==> src/rtl/ncint_pkg.sv <==
// Package: shared types, machine-state bit positions and the entry clear mask.
// Assumes a 32-bit machine-state word and 32-bit addresses.
package ncint_pkg;
    localparam int WORD_W = 32;
    localparam int OFF_W  = 16;
    typedef logic [WORD_W-1:0] word_t;

    // Machine-state bit positions used by the sequencer
    localparam int BIT_EXT_EN  = 15;
    localparam int BIT_CRIT_EN = 17;
    localparam int BIT_MCHK_EN = 12;
    localparam int BIT_DBG_EN  = 9;

    // Bits forced to zero on interrupt entry
    localparam int NUM_CLR = 11;
    localparam int CLR_POS [NUM_CLR] = '{25, 20, 18, 15, 14, 13, 11, 10, 8, 5, 4};

    // Build the entry clear mask from the position list
    function automatic word_t entry_clear_mask();
        word_t m;
        m = '0;
        for (int k = 0; k < NUM_CLR; k++) begin
            m[CLR_POS[k]] = 1'b1;
        end
        return m;
    endfunction
endpackage

==> src/rtl/ncint_arbiter.sv <==
// Module: ncint_arbiter
// Picks the enabled pending source with the lowest index and outputs its
// vector offset. Purely combinational; assumes OFFSETS packs one offset per
// source, source 0 in the low slice.
module ncint_arbiter #(
    parameter int NUM_SRC = 3,
    parameter int OFF_W   = 16,
    parameter logic [NUM_SRC*OFF_W-1:0] OFFSETS = '0
) (
    input  logic [NUM_SRC-1:0] req,
    input  logic [NUM_SRC-1:0] en,
    output logic [NUM_SRC-1:0] grant,
    output logic               any,
    output logic [OFF_W-1:0]   offset
);
    logic [NUM_SRC-1:0] live;
    logic [NUM_SRC:0]   blocked;

    assign live       = req & en;
    assign blocked[0] = 1'b0;

    // Fixed-priority chain: each source is blocked by any lower index live source
    for (genvar i = 0; i < NUM_SRC; i++) begin : g_prio
        assign grant[i]     = live[i] & ~blocked[i];
        assign blocked[i+1] = blocked[i] | live[i];
    end

    assign any = blocked[NUM_SRC];

    // Select the offset of the granted source
    always_comb begin
        offset = '0;
        for (int i = 0; i < NUM_SRC; i++) begin
            if (grant[i]) offset = OFFSETS[i*OFF_W +: OFF_W];
        end
    end
endmodule

==> src/rtl/ncint_state_mask.sv <==
// Module: ncint_state_mask
// Produces the machine-state value after interrupt entry: the bits in the
// package clear list become 0, every other bit passes through.
module ncint_state_mask
    import ncint_pkg::*;
(
    input  word_t cur,
    output word_t entered
);
    localparam word_t CLR_MASK = entry_clear_mask();

    // Per-bit choice between forced zero and pass-through
    for (genvar b = 0; b < WORD_W; b++) begin : g_bit
        if (CLR_MASK[b]) begin : g_clr
            assign entered[b] = 1'b0;
        end else begin : g_keep
            assign entered[b] = cur[b];
        end
    end
endmodule

==> src/rtl/ncint_regs.sv <==
// Module: ncint_regs
// Holds the machine state, the two save registers and the registered
// redirect/acknowledge outputs. Update priority: reset, return, entry,
// software load. Assumes take is never high together with rfi.
module ncint_regs
    import ncint_pkg::*;
#(
    parameter int NUM_SRC = 3
) (
    input  logic               clk,
    input  logic               rst_n,
    input  logic               take,
    input  logic [NUM_SRC-1:0] grant,
    input  word_t              target,
    input  word_t              entered,
    input  word_t              next_pc,
    input  logic               rfi,
    input  logic               wr_valid,
    input  word_t              wr_data,
    output word_t              mstate_q,
    output word_t              save_pc_q,
    output word_t              save_state_q,
    output logic               redir_valid_q,
    output word_t              redir_pc_q,
    output logic [NUM_SRC-1:0] ack_q
);
    // Machine-state register and save registers
    always_ff @(posedge clk) begin
        if (!rst_n) begin
            mstate_q     <= '0;
            save_pc_q    <= '0;
            save_state_q <= '0;
        end else if (rfi) begin
            mstate_q <= save_state_q;
        end else if (take) begin
            save_pc_q    <= next_pc;
            save_state_q <= mstate_q;
            mstate_q     <= entered;
        end else if (wr_valid) begin
            mstate_q <= wr_data;
        end
    end

    // Registered redirect and acknowledge outputs
    always_ff @(posedge clk) begin
        if (!rst_n) begin
            redir_valid_q <= 1'b0;
            redir_pc_q    <= '0;
            ack_q         <= '0;
        end else begin
            redir_valid_q <= rfi | take;
            ack_q         <= take ? grant : '0;
            if (rfi)       redir_pc_q <= save_pc_q;
            else if (take) redir_pc_q <= target;
        end
    end

    // a return leaves both save registers untouched
    a_r10_save_hold: assert property (@(posedge clk) disable iff (!rst_n)
        rfi |=> ($stable(save_pc_q) && $stable(save_state_q)));

    // a load with no competing event lands in the machine state
    a_r12_write: assert property (@(posedge clk) disable iff (!rst_n)
        (wr_valid && !rfi && !take) |=> (mstate_q == $past(wr_data)));
endmodule

==> src/rtl/ncint_entry_seq.sv <==
// Module: ncint_entry_seq (top)
// Noncritical interrupt entry and return sequencer. Accepts one enabled
// request when external enable is set, saves context, masks the machine
// state and redirects to the source's vector; rfi undoes the entry.
// Assumes the redirect is consumed the cycle it is shown.
module ncint_entry_seq
    import ncint_pkg::*;
#(
    parameter int NUM_SRC = 3,
    parameter logic [NUM_SRC*OFF_W-1:0] SRC_OFFSETS = {16'h1010, 16'h1000, 16'h0500}
) (
    input  logic               clk,
    input  logic               rst_n,
    input  logic [NUM_SRC-1:0] irq_req,
    input  logic [NUM_SRC-1:0] irq_en,
    input  logic [31:0]        next_pc,
    input  logic [31:0]        vec_base,
    input  logic               rfi_valid,
    input  logic               state_wr_valid,
    input  logic [31:0]        state_wr_data,
    output logic               redirect_valid,
    output logic [31:0]        redirect_pc,
    output logic [NUM_SRC-1:0] irq_ack,
    output logic [31:0]        mstate,
    output logic [31:0]        save_pc,
    output logic [31:0]        save_state
);
    localparam int    BASE_W   = WORD_W - OFF_W;
    localparam word_t CLR_MASK = entry_clear_mask();

    logic [NUM_SRC-1:0] grant;
    logic               any_live;
    logic [OFF_W-1:0]   offset;
    logic               take;
    word_t              target;
    word_t              entered;
    word_t              mstate_q;

    ncint_arbiter #(
        .NUM_SRC (NUM_SRC),
        .OFF_W   (OFF_W),
        .OFFSETS (SRC_OFFSETS)
    ) u_arb (
        .req    (irq_req),
        .en     (irq_en),
        .grant  (grant),
        .any    (any_live),
        .offset (offset)
    );

    ncint_state_mask u_mask (
        .cur     (mstate_q),
        .entered (entered)
    );

    // Acceptance: external enable set, a live source, and no return this cycle
    assign take   = mstate_q[BIT_EXT_EN] & any_live & ~rfi_valid;
    assign target = {vec_base[WORD_W-1 -: BASE_W], offset};

    ncint_regs #(.NUM_SRC(NUM_SRC)) u_regs (
        .clk           (clk),
        .rst_n         (rst_n),
        .take          (take),
        .grant         (grant),
        .target        (target),
        .entered       (entered),
        .next_pc       (next_pc),
        .rfi           (rfi_valid),
        .wr_valid      (state_wr_valid),
        .wr_data       (state_wr_data),
        .mstate_q      (mstate_q),
        .save_pc_q     (save_pc),
        .save_state_q  (save_state),
        .redir_valid_q (redirect_valid),
        .redir_pc_q    (redirect_pc),
        .ack_q         (irq_ack)
    );

    assign mstate = mstate_q;

    // acknowledge is one-hot at most and only with a redirect
    a_r2_ack_onehot: assert property (@(posedge clk) disable iff (!rst_n)
        $onehot0(irq_ack) && ((irq_ack != '0) -> redirect_valid));

    // save registers capture the pre-entry context
    a_r4_saved_context: assert property (@(posedge clk) disable iff (!rst_n)
        (take) |=> (save_state == $past(mstate_q) && save_pc == $past(next_pc)));

    // entry clears exactly the listed bits and keeps the rest
    a_r5_entry_mask: assert property (@(posedge clk) disable iff (!rst_n)
        (take) |=> (mstate_q == ($past(mstate_q) & ~CLR_MASK)));

    // no back-to-back acceptance
    a_r9_no_reentry: assert property (@(posedge clk) disable iff (!rst_n)
        (irq_ack != '0) |=> (irq_ack == '0));

    // return restores the saved state and redirects to the saved PC
    a_r10_restore: assert property (@(posedge clk) disable iff (!rst_n)
        rfi_valid |=> (mstate_q == $past(save_state) && redirect_pc == $past(save_pc)
                       && redirect_valid));

    // nothing is accepted on a return edge
    a_r11_rfi_wins: assert property (@(posedge clk) disable iff (!rst_n)
        rfi_valid |=> (irq_ack == '0));

    // without external enable nothing is acknowledged
    a_r8_blocked: assert property (@(posedge clk) disable iff (!rst_n)
        (!mstate_q[BIT_EXT_EN]) |=> (irq_ack == '0));
endmodule

==> config.mk <==
export PLATFORM = sky130hd
export DESIGN_NAME = ncint_entry_seq
export DESIGN_NICKNAME = d
export VERILOG_FILES = /design/src/rtl/ncint_pkg.sv /design/src/rtl/ncint_arbiter.sv /design/src/rtl/ncint_state_mask.sv /design/src/rtl/ncint_regs.sv /design/src/rtl/ncint_entry_seq.sv
export SDC_FILE = /design/constraint.sdc
export NUM_CORES = 1
export LEC_CHECK = 0
export BUFFER_PORTS_ARGS = -buffer_cell sky130_fd_sc_hd__buf_2
export CELL_PAD_IN_SITES_DETAIL_PLACEMENT = 1
export CELL_PAD_IN_SITES_GLOBAL_PLACEMENT = 2
export CORE_MARGIN = 2
export CORE_UTILIZATION = 29
export CTS_CLUSTER_DIAMETER = 40
export DETAILED_ROUTE_END_ITERATION = 10
export MAX_ROUTING_LAYER = met4
export PLACE_DENSITY_LB_ADDON = 0.1
export SLEW_MARGIN = 20
export SYNTH_ARGS = -nofsm -noshare
export SYNTH_HDL_FRONTEND = slang
export SYNTH_SLANG_ARGS = --single-unit
==> constraint.sdc <==
create_clock -name clk -period 3.1 [get_ports clk]
set_clock_uncertainty 0.15 [all_clocks]
set_input_delay 0.465 -clock clk [delete_from_list [all_inputs] [get_ports clk]]
set_output_delay 0.465 -clock clk [all_outputs]
set_load 0.01 [all_outputs]
==> summary.md <==
| Metric | Value |
|---|---|
| CTS sink count | 132 |
| Post-Synthesis Cells | 537 |
| Xor/xnor cell area share of the yosys netlist | 0 |
| Grt ovf | 0 |
| Initial Utilization | 0.2945 |
| Distinct cells, synth | 36 |
| Routed wire per std cell | ~18 µm |
| Final period util | 0.6154 |
| Fin nets | 849 |
| RSZ-0062 raised after global routing | no |
| Arrival time worst endpoint | roughly 2.1 ns |
| Via density | 4.884 |
| Status | complete, no violations |
| Synth Flop Type | dfxtp_1 |
| Post-CTS Hold Buffers | 0 |
| DP Worst Slack | 0.7871 ns |
| Row cnt | 49 |
| TritonRoute pass-1 iters | 6 |
| I/O Pins | 238 |
| Synth Area in Simple Gates | 0.1398 |
| TNS Setup | 0 ns |
| Multi-input combinational cell area | 0.002392 mm² |
| Post-CTS Setup Bufs | 0 |
| Achievable frequency | 524.1 MHz |
| Critical path required time | between 3 and 4 ns |
| Synth Area in Compound Gates | 0.1698 |
| Port Buffer Count | approximately 220 |
| Root buffer cell | clkbuf_16 |
| DRT antenna net count | 0 |
| Largest family of logic cells by synthesized area | compound AO/OA/AOI/OAI gates |
| Switching part of the total power | 0.2373 |
| Routed WL | 17.37 mm |
| Sw Pwr | 948.9 µW |
| Multiplexer share of the synthesized area | 0.1450 |
| Crit start category | flip-flop |
| Clock transition at path regs | around 0.060 ns |
| Die Wd | ~140 µm |
| Share of cells above drive strength 1 | 0.3801 |
| Final worst setup slack | around 1.2 ns |
| Synth Area in Adders | 0 |
| Most common cell after layout, fill and taps aside | buf_2 |
| Delay-heaviest family, CP | simple AND/OR/NAND/NOR gates |
| Worst path bufs/invs | 1 |
| Syn_nets | 643 |
| Post-route DRC | 0 |
| Die Ht | 138.6 µm |
| Top fanout value on the critical path | 17 |
| Leading cell types in the layout, fill and taps excluded | buf_2 (220), dfxtp_1 (132), nand2_1 (130) |
| Num CTS Buffers | 17 |
| Logic gate share of total power | 0.082 |
| Reg-to-reg setup timing slack | 1.19 ns |
| YS warnings | 0 |
| Flop pwr share | 0.441 |
| DP HPWL | ~12 mm |
| Max-slew headroom | 0.3397 |
| Clk Latency, worst-skew pair | roughly 0.4 ns |
| Core Area | 0.01784 mm² |
| Initial drt markers | 198 |
| Synth top area cells | dfxtp_1 (50%), mux2i_1 (14%), nand2_1 (9.3%) |
| Via Count | ~4,800 |
| Syn_area_per_cell | 9.784 µm² |
| Final hold violations | 0 |
| Htree depth | 4 |
| Post-synth top area share | 0.5030 |
| Critical path class | reg -> reg |
| Number of synthesized flops with an enable pin | 0 |
| Fillers | 2,102 |
| Fraction of registers with async set/reset | 0 |
| PwrDens | 563.3 mW/mm² |
| Internal power | 3049 µW |
| Netlist Area Pre-Place | 0.005254 mm² |
| Final RePlAce weighted congestion | 0.7328 |
| # Max-Cap Violations | 0 |
| Max Slew Vio Count | 0 |
| Initial antenna violation count | 0 |
| GRT Total Usage | 0.1830 |
| Clk network pwr share | 0.477 |
| Max VDD drop | 0.3513 mV |
| Hold Crit Class | in -> reg |
| FF+latch count, synth | 132 |
| Largest net degree at the start of global routing | 74 |
| Cts repair resizes | 0 |
| CTS tree | built |
| Crit-path slowest cell | dfxtp_1 |
| Ant diodes | 0 |
| CTS Buffer Depth | 2 |
| Synthesis-to-finish area growth | 35.10% |
| Crit. End Element | flip-flop |
| Cell Chain, Critical Path | nand2b_1 > nor2_4 > buf_4 > mux2i_1 |
| Vias in the first global route | 4,922 |
| Final count of negative-setup-slack endpoints | 0 |
| Post-layout min period | 1.908 ns |
| Seq/Total Area, Yosys | 0.5030 |
| Slowest Stage Delay on Critical Path | 0.45 ns |
| Worst-margin pin slew | roughly 0.98 ns |
| Synth area leader | dfxtp_1 |
| Global-route wire length before repair | 27.17 mm |
| Leakage power figure | 0.003277 µW |
| Die area | 0.01921 mm² |
| Register area | ~0.0026 mm² |
[cell families after synthesis]
kind of cell | count (synthesis)
compound gates | 101
buf+inv | 50
flops | 132
mux | 76
simple gates | 178
[through the flow]
step	std cells	util	instance area (µm²)	hold WS (ns)	total power [µW]
finish	984	0.3979	7098	0.1332	3998
global route	984	0.3979	7098	0.1080	4185
CTS	984	0.3979	7098	0.1121	4066
detailed placement	953	0.3670	6548	0.3103	2134
global placement	953	0.3668	6544	0.3039	2120
floorplan	537	-	5254	0.3369	1978
[metal layers]
layer  vias up  track usage  wire, µm
met1      2338       0.2171      7745
met5         -            -         0
met3         6      0.05939      1147
met2       145       0.3028      8381
met4         0      0.04404       100
li1       2317            -         -
[Yosys cell counts (2+ instances only)]
cell type,n
inv_1,3
a21oi_1,6
o311a_1,10
mux2i_1,75
nand2_1,130
o21a_1,24
clkbuf_1,27
buf_2,16
dfxtp_1,132
nor2_1,24
a221o_1,16
buf_4,2
a2bb2oi_1,10
o221a_2,21
o21ai_0,5
and3_1,16
[power by group through the flow]
| stage | logic [µW] | registers, µW | clock network (µW) |
|---|---|---|---|
| detailed placement | 334 | 1800 | 0 |
| global placement | 324 | 1800 | 0 |
| finish | 327 | 1760 | 1910 |
| CTS | 336 | 1760 | 1970 |
| global route | 363 | 1770 | 2060 |
| floorplan | 165 | 1810 | 0 |
[state kept, by name, summed over array words and instances, names as in the netlist]
name / flops
u_regs.mstate_q: 32
u_regs.redir_pc_q: 32
u_regs.save_pc_q: 32
u_regs.save_state_q: 32
u_regs.ack_q: 3
u_regs.redir_valid_q: 1
[worst paths after layout]
| path | cells after the start | to | startpoint |
|---|---|---|---|
| worst max-delay path | 4 | u_regs.save_pc_q[3]$_SDFFE_PN0P_ | u_regs.mstate_q[15]$_SDFFE_PN0P_ |
| worst min-delay path | 2 | u_regs.redir_pc_q[17]$_SDFFE_PN0P_ | vec_base[17] |
| worst max register to register | 4 | u_regs.save_pc_q[3]$_SDFFE_PN0P_ | u_regs.mstate_q[15]$_SDFFE_PN0P_ |
| worst min register to register | 2 | u_regs.mstate_q[15]$_SDFFE_PN0P_ | u_regs.save_state_q[15]$_SDFFE_PN0P_ |
[final cells by class]
class                      instances  area share
sequential                       132      0.3723
clock inverter                    10     0.01551
tap                              229     0.04037
timing repair buffer             233      0.1706
clock buffer                      21     0.06205
inverter                           4    0.002115
multi-input combinational        355      0.3370
(Power assumes the default switching activity.)
